===== src/rtl/syncmon_pkg.sv =====
package syncmon_pkg;

   typedef struct packed {
      logic sync_mode;
      logic ext_clk;
      logic pin_a_gpio;
      logic pin_b_gpio;
   } mon_cfg_t;

   function automatic logic cfg_active(input mon_cfg_t c);
      return c.sync_mode & c.ext_clk & ~c.pin_a_gpio & ~c.pin_b_gpio;
   endfunction

endpackage


===== src/rtl/syncmon_edge_sync.sv =====
module syncmon_edge_sync #(
   parameter int STAGES = 2
) (
   input  logic clk,
   input  logic rst_n,
   input  logic async_in,
   output logic rise
);
   localparam int LAST = STAGES;

   logic [LAST:0] pipe;

   generate
      for (genvar i = 0; i <= LAST; i++) begin : g_stage
         if (i == 0) begin : g_first
            always_ff @(posedge clk or negedge rst_n) begin
               if (!rst_n) pipe[0] <= 1'b0;
               else        pipe[0] <= async_in;
            end
         end else begin : g_next
            always_ff @(posedge clk or negedge rst_n) begin
               if (!rst_n) pipe[i] <= 1'b0;
               else        pipe[i] <= pipe[i-1];
            end
         end
      end
   endgenerate

   // rising edge seen at the output of the last synchronizing stage
   assign rise = pipe[LAST-1] & ~pipe[LAST];
endmodule


===== src/rtl/syncmon_phase_counter.sv =====
module syncmon_phase_counter #(
   parameter int CNT_W = 20
) (
   input  logic             clk,
   input  logic             rst_n,
   input  logic             active,
   input  logic             rdy,
   input  logic             rise,
   output logic             armed,
   output logic [CNT_W-1:0] count,
   output logic             meas_done,
   output logic [CNT_W-1:0] meas_value
);
   localparam logic [CNT_W-1:0] CNT_MAX = {CNT_W{1'b1}};

   // a measurement closes on a SYNC edge only if data-ready armed the counter
   assign meas_done  = active & armed & rise;
   assign meas_value = count;

   always_ff @(posedge clk or negedge rst_n) begin
      if (!rst_n) begin
         armed <= 1'b0;
         count <= '0;
      end else if (!active) begin
         armed <= 1'b0;
         count <= '0;
      end else if (rdy) begin
         // newest data-ready restarts the phase count
         armed <= 1'b1;
         count <= CNT_W'(1);
      end else if (meas_done) begin
         armed <= 1'b0;
      end else if (armed && count != CNT_MAX) begin
         count <= count + CNT_W'(1);
      end
   end
endmodule


===== src/rtl/syncmon_lock_eval.sv =====
module syncmon_lock_eval #(
   parameter int CNT_W = 20,
   parameter int TOL   = 1
) (
   input  logic             clk,
   input  logic             rst_n,
   input  logic             active,
   input  logic             meas_done,
   input  logic [CNT_W-1:0] meas_value,
   input  logic             status_rd,
   output logic             ref_valid,
   output logic             sync_lost,
   output logic [CNT_W-1:0] last_count
);
   localparam logic [CNT_W-1:0] TOL_V = CNT_W'(TOL);

   logic [CNT_W-1:0] ref_count;
   logic [CNT_W-1:0] delta;
   logic             out_of_win;

   assign delta = (meas_value >= ref_count) ? (meas_value - ref_count)
                                            : (ref_count - meas_value);

   generate
      if (TOL == 0) begin : g_exact
         assign out_of_win = (meas_value != ref_count);
      end else begin : g_window
         assign out_of_win = (delta > TOL_V);
      end
   endgenerate

   logic new_loss;
   assign new_loss = meas_done & ref_valid & out_of_win;

   always_ff @(posedge clk or negedge rst_n) begin
      if (!rst_n) begin
         ref_valid  <= 1'b0;
         ref_count  <= '0;
         last_count <= '0;
      end else if (!active) begin
         ref_valid  <= 1'b0;
      end else if (meas_done) begin
         last_count <= meas_value;
         if (!ref_valid || out_of_win) begin
            ref_count <= meas_value;
            ref_valid <= 1'b1;
         end
      end
   end

   always_ff @(posedge clk or negedge rst_n) begin
      if (!rst_n)         sync_lost <= 1'b0;
      else if (!active)   sync_lost <= 1'b0;
      else if (new_loss)  sync_lost <= 1'b1;
      else if (status_rd) sync_lost <= 1'b0;
   end
endmodule


===== src/rtl/sync_lock_monitor.sv =====
module sync_lock_monitor
   import syncmon_pkg::*;
#(
   parameter int CNT_W       = 20,
   parameter int SYNC_STAGES = 2,
   parameter int TOL         = 1
) (
   input  logic             clk,
   input  logic             rst_n,
   input  logic             sync_mode_en,
   input  logic             ext_clk_en,
   input  logic             pin_a_gpio_en,
   input  logic             pin_b_gpio_en,
   input  logic             rdy_strobe,
   input  logic             sync_pin,
   input  logic             status_rd,
   output logic             in_sync,
   output logic             sync_lost,
   output logic [CNT_W-1:0] last_count
);
   generate
      if (CNT_W < 2) begin : g_bad_width
         $error("CNT_W must be at least 2");
      end
      if (SYNC_STAGES < 2) begin : g_bad_stages
         $error("SYNC_STAGES must be at least 2");
      end
      if (TOL < 0 || TOL >= (1 << (CNT_W - 1))) begin : g_bad_tol
         $error("TOL out of range for CNT_W");
      end
   endgenerate

   mon_cfg_t         cfg;
   logic             active;
   logic             sync_rise;
   logic             armed;
   logic [CNT_W-1:0] cnt_val;
   logic             meas_done;
   logic [CNT_W-1:0] meas_val;
   logic             ref_valid;

   assign cfg    = '{sync_mode: sync_mode_en, ext_clk: ext_clk_en,
                     pin_a_gpio: pin_a_gpio_en, pin_b_gpio: pin_b_gpio_en};
   assign active = cfg_active(cfg);

   syncmon_edge_sync #(.STAGES(SYNC_STAGES)) u_sync (
      .clk      (clk),
      .rst_n    (rst_n),
      .async_in (sync_pin),
      .rise     (sync_rise)
   );

   syncmon_phase_counter #(.CNT_W(CNT_W)) u_cnt (
      .clk        (clk),
      .rst_n      (rst_n),
      .active     (active),
      .rdy        (rdy_strobe),
      .rise       (sync_rise),
      .armed      (armed),
      .count      (cnt_val),
      .meas_done  (meas_done),
      .meas_value (meas_val)
   );

   syncmon_lock_eval #(.CNT_W(CNT_W), .TOL(TOL)) u_eval (
      .clk        (clk),
      .rst_n      (rst_n),
      .active     (active),
      .meas_done  (meas_done),
      .meas_value (meas_val),
      .status_rd  (status_rd),
      .ref_valid  (ref_valid),
      .sync_lost  (sync_lost),
      .last_count (last_count)
   );

   assign in_sync = ref_valid & ~sync_lost;
endmodule


===== config.mk =====
export PLATFORM = sky130hd
export DESIGN_NAME = sync_lock_monitor
export DESIGN_NICKNAME = d
export VERILOG_FILES = /design/src/rtl/syncmon_pkg.sv /design/src/rtl/syncmon_edge_sync.sv /design/src/rtl/syncmon_phase_counter.sv /design/src/rtl/syncmon_lock_eval.sv /design/src/rtl/sync_lock_monitor.sv
export SDC_FILE = /design/constraint.sdc
export NUM_CORES = 1
export LEC_CHECK = 0
export CAP_MARGIN = 0
export CELL_PAD_IN_SITES_DETAIL_PLACEMENT = 1
export CELL_PAD_IN_SITES_GLOBAL_PLACEMENT = 2
export CORE_MARGIN = 1
export CORE_UTILIZATION = 40
export DETAILED_ROUTE_END_ITERATION = 12
export PLACE_DENSITY = 0.84
export SETUP_SLACK_MARGIN = 0.3
export SLEW_MARGIN = 20
export SYNTH_ARGS = -nofsm -noshare
export SYNTH_HDL_FRONTEND = slang
export SYNTH_SLANG_ARGS = --single-unit

===== constraint.sdc =====
create_clock -name clk -period 7.7 [get_ports clk]
set_input_delay 0.77 -clock clk [delete_from_list [all_inputs] [get_ports clk]]
set_output_delay 0.77 -clock clk [all_outputs]
set_load 0.03 [all_outputs]

After elaboration in Yosys (flattened, before gate mapping)
Cells that the tools add are included.
{"block": "word_totals", "ff_bits": 66, "memories": 0, "inputBits": 9, "latch_bits": 0, "mem_bits_rw": 0, "romBits": 0, "word_cells": 55}
{"block": "op_classes", "bitwise_logic": 13, "div_mod_pow": 0, "add_sub_neg": 3, "reduce_logical": 7, "n_lt_le_gt_ge": 2, "eq_ne": 7, "shift": 0, "muxes": 14, "mul": 0}
{"op": "$mux W20", "count": 5}
{"op": "$sub A20 B20 Y20", "count": 2}
{"op": "$add A20 B1 Y20 const B", "count": 1}
{"op": "$ge A20 B20 Y1", "count": 1}
{"op": "$gt A20 B1 Y1 const B", "count": 1}
{"op": "$ne A20 B20 Y1 const B", "count": 1}
{"op": "$and A1 B1 Y1", "count": 9}
{"op": "$mux W1", "count": 9}
{"op": "$ne A3 B2 Y1 const B", "count": 2}
{"op": "$ne A3 B3 Y1 const B", "count": 2}
{"op": "$reduce_and A2 Y1", "count": 3}
{"op": "$ne A2 B1 Y1 const B", "count": 2}
{"op": "$not A1 Y1", "count": 4}
{"op": "$reduce_and A3 Y1", "count": 1}
{"op": "$logic_and A1 B1 Y1", "count": 1}
{"op": "$logic_not A1 Y1", "count": 1}
{"op": "$logic_or A1 B1 Y1", "count": 1}

Logic depth before layout (Yosys ltp)
{"block": "depth", "word_depth": 9, "ltp_mapped": 15, "mapped_depth_nobuf": 14}

Cells and area by module
A second synthesis with hierarchy kept.
{"block": "hier_totals", "cells_unflattened": 624, "area_unflattened_um2": 5366.4}
{"mod": "syncmon_lock_eval", "cells_each": 454, "area_each_um2": 3733.6, "seq_area_each_um2": 1051.0, "instances": 1}
{"mod": "syncmon_phase_counter", "cells_each": 164, "area_each_um2": 1525.2, "seq_area_each_um2": 525.5, "instances": 1}
{"mod": "syncmon_edge_sync", "cells_each": 4, "area_each_um2": 88.8, "seq_area_each_um2": 75.1, "instances": 1}
{"mod": "sync_lock_monitor", "cells_each": 2, "area_each_um2": 18.8, "seq_area_each_um2": 0.0, "instances": 1}

Worst setup path after synthesis
Ideal clock, no wire load.
{"block": "synth_timing", "path_type": "reg2reg", "startpoint": "reg u_cnt.count[0]", "endpoint": "reg u_eval.ref_count[19]", "arrival_time_ps": 3286, "path_stages_with_launch": 16, "t_required_ps": 7575, "period_less_slack_ps": 3411, "path_buffers": 1, "setup_time_ps": 125, "setup_slack_ps": 4289, "cell_sequence": "dfrtp_1 -> inv_1 -> ha_1 -> inv_1 -> fa_1 -> nand3_1 -> o21ai_2 -> a31oi_4 -> o311ai_4 -> or3_1 -> a2111oi_1 -> nor2_1 -> nor4_2 -> a31oi_1 -> buf_6 -> mux2_4"}
{"block": "synth_between", "elab_chain_len": 5}
{"element": "from (decl)", "line": "syncmon_phase_counter.sv:10", "rtl": "output logic [CNT_W-1:0] count,"}
{"element": "from (signal assigned)", "line": "syncmon_phase_counter.sv:34", "rtl": "count <= count + CNT_W'(1);"}
{"element": "$sub A20 B20 Y20, or another cell as far along", "line": "syncmon_lock_eval.sv:22", "rtl": ": (ref_count - meas_value);"}
{"element": "$mux W20 (*)", "line": "syncmon_lock_eval.sv:21", "rtl": "assign delta = (meas_value >= ref_count) ? (meas_value - ref_count)"}
{"element": "$gt A20 B1 Y1 (*)", "line": "syncmon_lock_eval.sv:28", "rtl": "assign out_of_win = (delta > TOL_V);"}
{"element": "$logic_or A1 B1 Y1 (*)", "line": "syncmon_lock_eval.sv:44", "rtl": "if (!ref_valid || out_of_win) begin"}
{"element": "$reduce_and A3 Y1 (no line) (*)"}
{"element": "to (signal assigned)", "line": "syncmon_lock_eval.sv:45", "rtl": "ref_count <= meas_value;"}
{"element": "to (decl)", "line": "syncmon_lock_eval.sv:17", "rtl": "logic [CNT_W-1:0] ref_count;"}
Mark *: on every way between the ends. The rest lies on a longest branch, timed or not.
A chain may end at the register's enable or synchronous reset.

Worst setup path in the final report
{"block": "layout_timing", "startpoint": "reg u_cnt.count[7]", "endpoint": "reg u_eval.ref_count[19]"}
The elaborated chain is that of the path after synthesis.

==> results.sh <==
export IMPL_p_leak_nw=2.39
export IMPL_drive_gt1_share_pct=7.10
export IMPL_placed_area_um2=5490
export IMPL_drtIter0Drc=180
export IMPL_cts_inserted_buffers=9
export IMPL_clock_root_buffer="clkbuf_16"
export IMPL_setup_tns_ps=0
export IMPL_synthArstFlopShare_pct=100
export IMPL_fin_nets=666
export IMPL_gp_congestion=0.888
export IMPL_dp_hpwl_um=12000
export IMPL_required_ps=7910
export IMPL_areaGrowthSynthToFinish_pct=14.7
export IMPL_clock_path_buffers=2
export IMPL_htreeDepth=3
export IMPL_clk_insertion_delay_late_ps=330
export IMPL_maxCapViolations=0
export IMPL_synthFlopType="dfrtp_1"
export IMPL_ff_latch_area_um2=1650
export IMPL_die_h_um=115
export IMPL_hold_depth=0
export IMPL_postCtsSetupRepairBufs=0
export IMPL_crit_buf_inv=2
export IMPL_min_from="u_sync.pipe[0]"
export IMPL_synth_largest_area_cell="dfrtp_1"
export IMPL_path_class="flip-flop to flip-flop"
export IMPL_fillers=1444
export IMPL_stdcell_area_um2=5800
export IMPL_hold_class="flip-flop to flip-flop"
export IMPL_hold_end="u_sync.pipe[1]"
export IMPL_wl_per_cell_um=19.6
export IMPL_synth_seq_cells=66
export IMPL_dp_cells=772
export IMPL_synth_area_um2=5060
export IMPL_slowest_delay_ps=620
export IMPL_slew_viol_final=0
export IMPL_crit_path_start_kind="flip-flop"
export IMPL_drc=0
export IMPL_core_area_um2=12200
export IMPL_antennaDiodeCount=0
export IMPL_critPathCaptureType="flip-flop"
export IMPL_worst_path_max_delay_cell="ha_1"
export IMPL_setup_violations=0
export IMPL_worstMarginPinSlew_ps=847
export IMPL_critPathTopFamily="compound AO/OA/AOI/OAI gates"
export IMPL_placementRows=40
export IMPL_yosys_warnings=0
export IMPL_clkTransAtPathRegs_ps=50
export IMPL_period_minus_slack_ps=4230
export IMPL_avgSynthCellArea_um2=8.54
export IMPL_vias=4459
export IMPL_r2r_slack_ps=3470
export IMPL_multi_input_area_um2=3090
export IMPL_path_max_fanout=20
export IMPL_layoutNonFillerInstCount=788
export IMPL_dieArea_um2=13100
export IMPL_fmax_mhz=236
export IMPL_relSlewSlack_pct=43.5
export IMPL_synth_nets=644
export IMPL_postCtsHoldBufs=0
export IMPL_hold_slack_ps=347
export IMPL_r2r_start="u_cnt.count[7]"
export IMPL_finalHoldViolCount=0
export IMPL_status="completed"
export IMPL_viasPerCell=5.66
export IMPL_grt_pass1_vias=4759
export IMPL_grt_antenna_before_repair=0
export IMPL_ant_nets=0
export IMPL_power_density_nw_per_um2=143
export IMPL_yosysTopAreaCellShare_pct=32.6
export IMPL_initial_core_util_pct=41.6
export IMPL_drt_wl_total_um=15500
export IMPL_synth_most_common_cell="dfrtp_1"
export IMPL_detail_route_first_pass_iterations=4
export IMPL_syn_inst=593
export IMPL_cts_tree="yes"
export IMPL_clock_sinks=66
export IMPL_finalCritPeriodShare_pct=54.9
export IMPL_synth_top_cells_by_area="dfrtp_1 (33%), ha_1 (9.9%), nand2_1 (4.5%), o21ai_0 (4.1%), inv_1 (4.0%)"
export IMPL_grt_usage_pct=25.7
export IMPL_io_pins=31
export IMPL_cts_repair_resized=0
export IMPL_synthTopCellsByCount="dfrtp_1 (66), nand2_1 (61), inv_1 (54)"
export IMPL_io_buffers=30
export IMPL_worstPathArrival_ps=4440
export IMPL_synth_edff_count=0
export IMPL_grt_overflow_total=0
export IMPL_ir_drop_v=0.000183
export IMPL_grt_pass1_wl_um=25800
export IMPL_timing_rr_end="u_eval.ref_count[19]"
export IMPL_seq_area_frac_synth_pct=32.6
export IMPL_grt_start_max_net_pins=67
export IMPL_crit_chain="inv_1 -> ha_1 -> nand4_2 -> o21ai_2 -> a31oi_4 -> o311ai_4 -> o21ai_1 -> a2111oi_2 -> a22oi_1 -> nor4_2 -> a31oi_2 -> buf_4 -> mux2_4"
export IMPL_clock_skew_ps=5.00
export IMPL_chipWidth_um=115
export IMPL_cp_num_cells=13
export IMPL_ys_types=75
export IMPL_rsz0062_at_grt="no"
export IMPL_worstRegToRegCells=13
==> kinds of logic (layout without fill, tap and decap cells) <==
| group | after synthesis | after routing | synth area share (%) |
|---|---|---|---|
| adder cells (fa/ha/maj) | 42 | 42 | 10.7 |
| multiplexers | 22 | 22 | 4.47 |
| XOR/XNOR | 31 | 31 | 5.36 |
| AND/OR/NAND/NOR | 187 | 187 | 17.6 |
| AO/OA/AOI/OAI | 167 | 167 | 22.9 |
| buffers and inverters | 78 | 105 | 6.40 |
| flip-flops | 66 | 66 | 32.6 |
==> metal layers <==
layer | wire length (um) | global-route usage, % | vias to the layer above
li1 | - | - | 2137
met1 | 7500 | 35.5 | 2219
met2 | 7110 | 41.7 | 80
met3 | 479 | 2.86 | 23
met4 | 364 | 9.18 | 0
met5 | 0 | 0 | -
==> cells in the final DEF, fill, tap and decap left out, types with 3 or more instances in the layout <==
cell             Yosys  routed
dfrtp_1             66      66
nand2_1             61      61
inv_1               54      54
nor2_1              47      47
o21ai_0             41      41
ha_1                40      40
a21oi_1             36      36
clkdlybuf4s50_1      0      29
xnor2_1             23      23
mux2i_1             20      20
nand3_1             17      17
nor3_1              15      15
nand4_1             10      10
or3_1                9       9
clkbuf_16            0       9
o21ai_1              8       8
xor2_1               8       8
a31oi_1              8       7
a21o_1               6       6
nand2b_1             6       6
o211ai_1             6       6
a211oi_1             6       6
a2111oi_0            6       6
nor2b_1              5       5
a21oi_2              5       5
o21a_1               5       5
o21bai_1             4       4
clkbuf_8             0       4
buf_4                4       4
and3_1               3       3
o31ai_1              3       3
==> report_power, final <==
group	switching, W	total, W	internal (W)
combinational	0.0000330	0.0000504	0.0000173
sequential	0.00000220	0.000353	0.000351
clock	0.000141	0.000427	0.000286
total	0.000176	0.000831	0.000654
==> final cells by class <==
| class | count | share of cell area (%) |
|---|---|---|
| Tap cell | 168 | 3.62 |
| Clock buffer | 15 | 4.96 |
| Timing Repair Buffer | 34 | 5.60 |
| Inverter | 55 | 3.56 |
| Sequential cell | 66 | 28.5 |
| Multi-Input combinational cell | 449 | 53.3 |
| Clock inverter | 1 | 0.517 |
==> worst max path at each step <==
stage                               start              endpoint  slack [ps]
after floorplan            u_cnt.count[0]  u_eval.ref_count[19]        4290
after global placement    u_cnt.count[11]  u_eval.ref_count[19]        3480
after global routing       u_cnt.count[7]  u_eval.ref_count[19]        3160
after CTS                  u_cnt.count[6]  u_eval.ref_count[19]        3450
final                      u_cnt.count[7]  u_eval.ref_count[19]        3470
after detailed placement   u_cnt.count[6]  u_eval.ref_count[19]        3460
==> sequential cells by signal, summed over array words and instances, names as in the netlist <==
name and count:
u_eval.ref_count 20, u_cnt.armed 1, u_eval.sync_lost 1, u_eval.last_count 20
u_eval.ref_valid 1, u_sync.pipe 3, u_cnt.count 20
==> stage by stage <==
step                      util (%)  worst slack (ps)  total power (W)
after floorplan                  -              4290         0.000388
after global placement        45.1              3480         0.000408
after detailed placement      45.1              3460         0.000409
after CTS                     47.7              3450         0.000840
after global routing          47.7              3160         0.000858
final                         47.7              3470         0.000831
(Power assumes the default switching activity.)
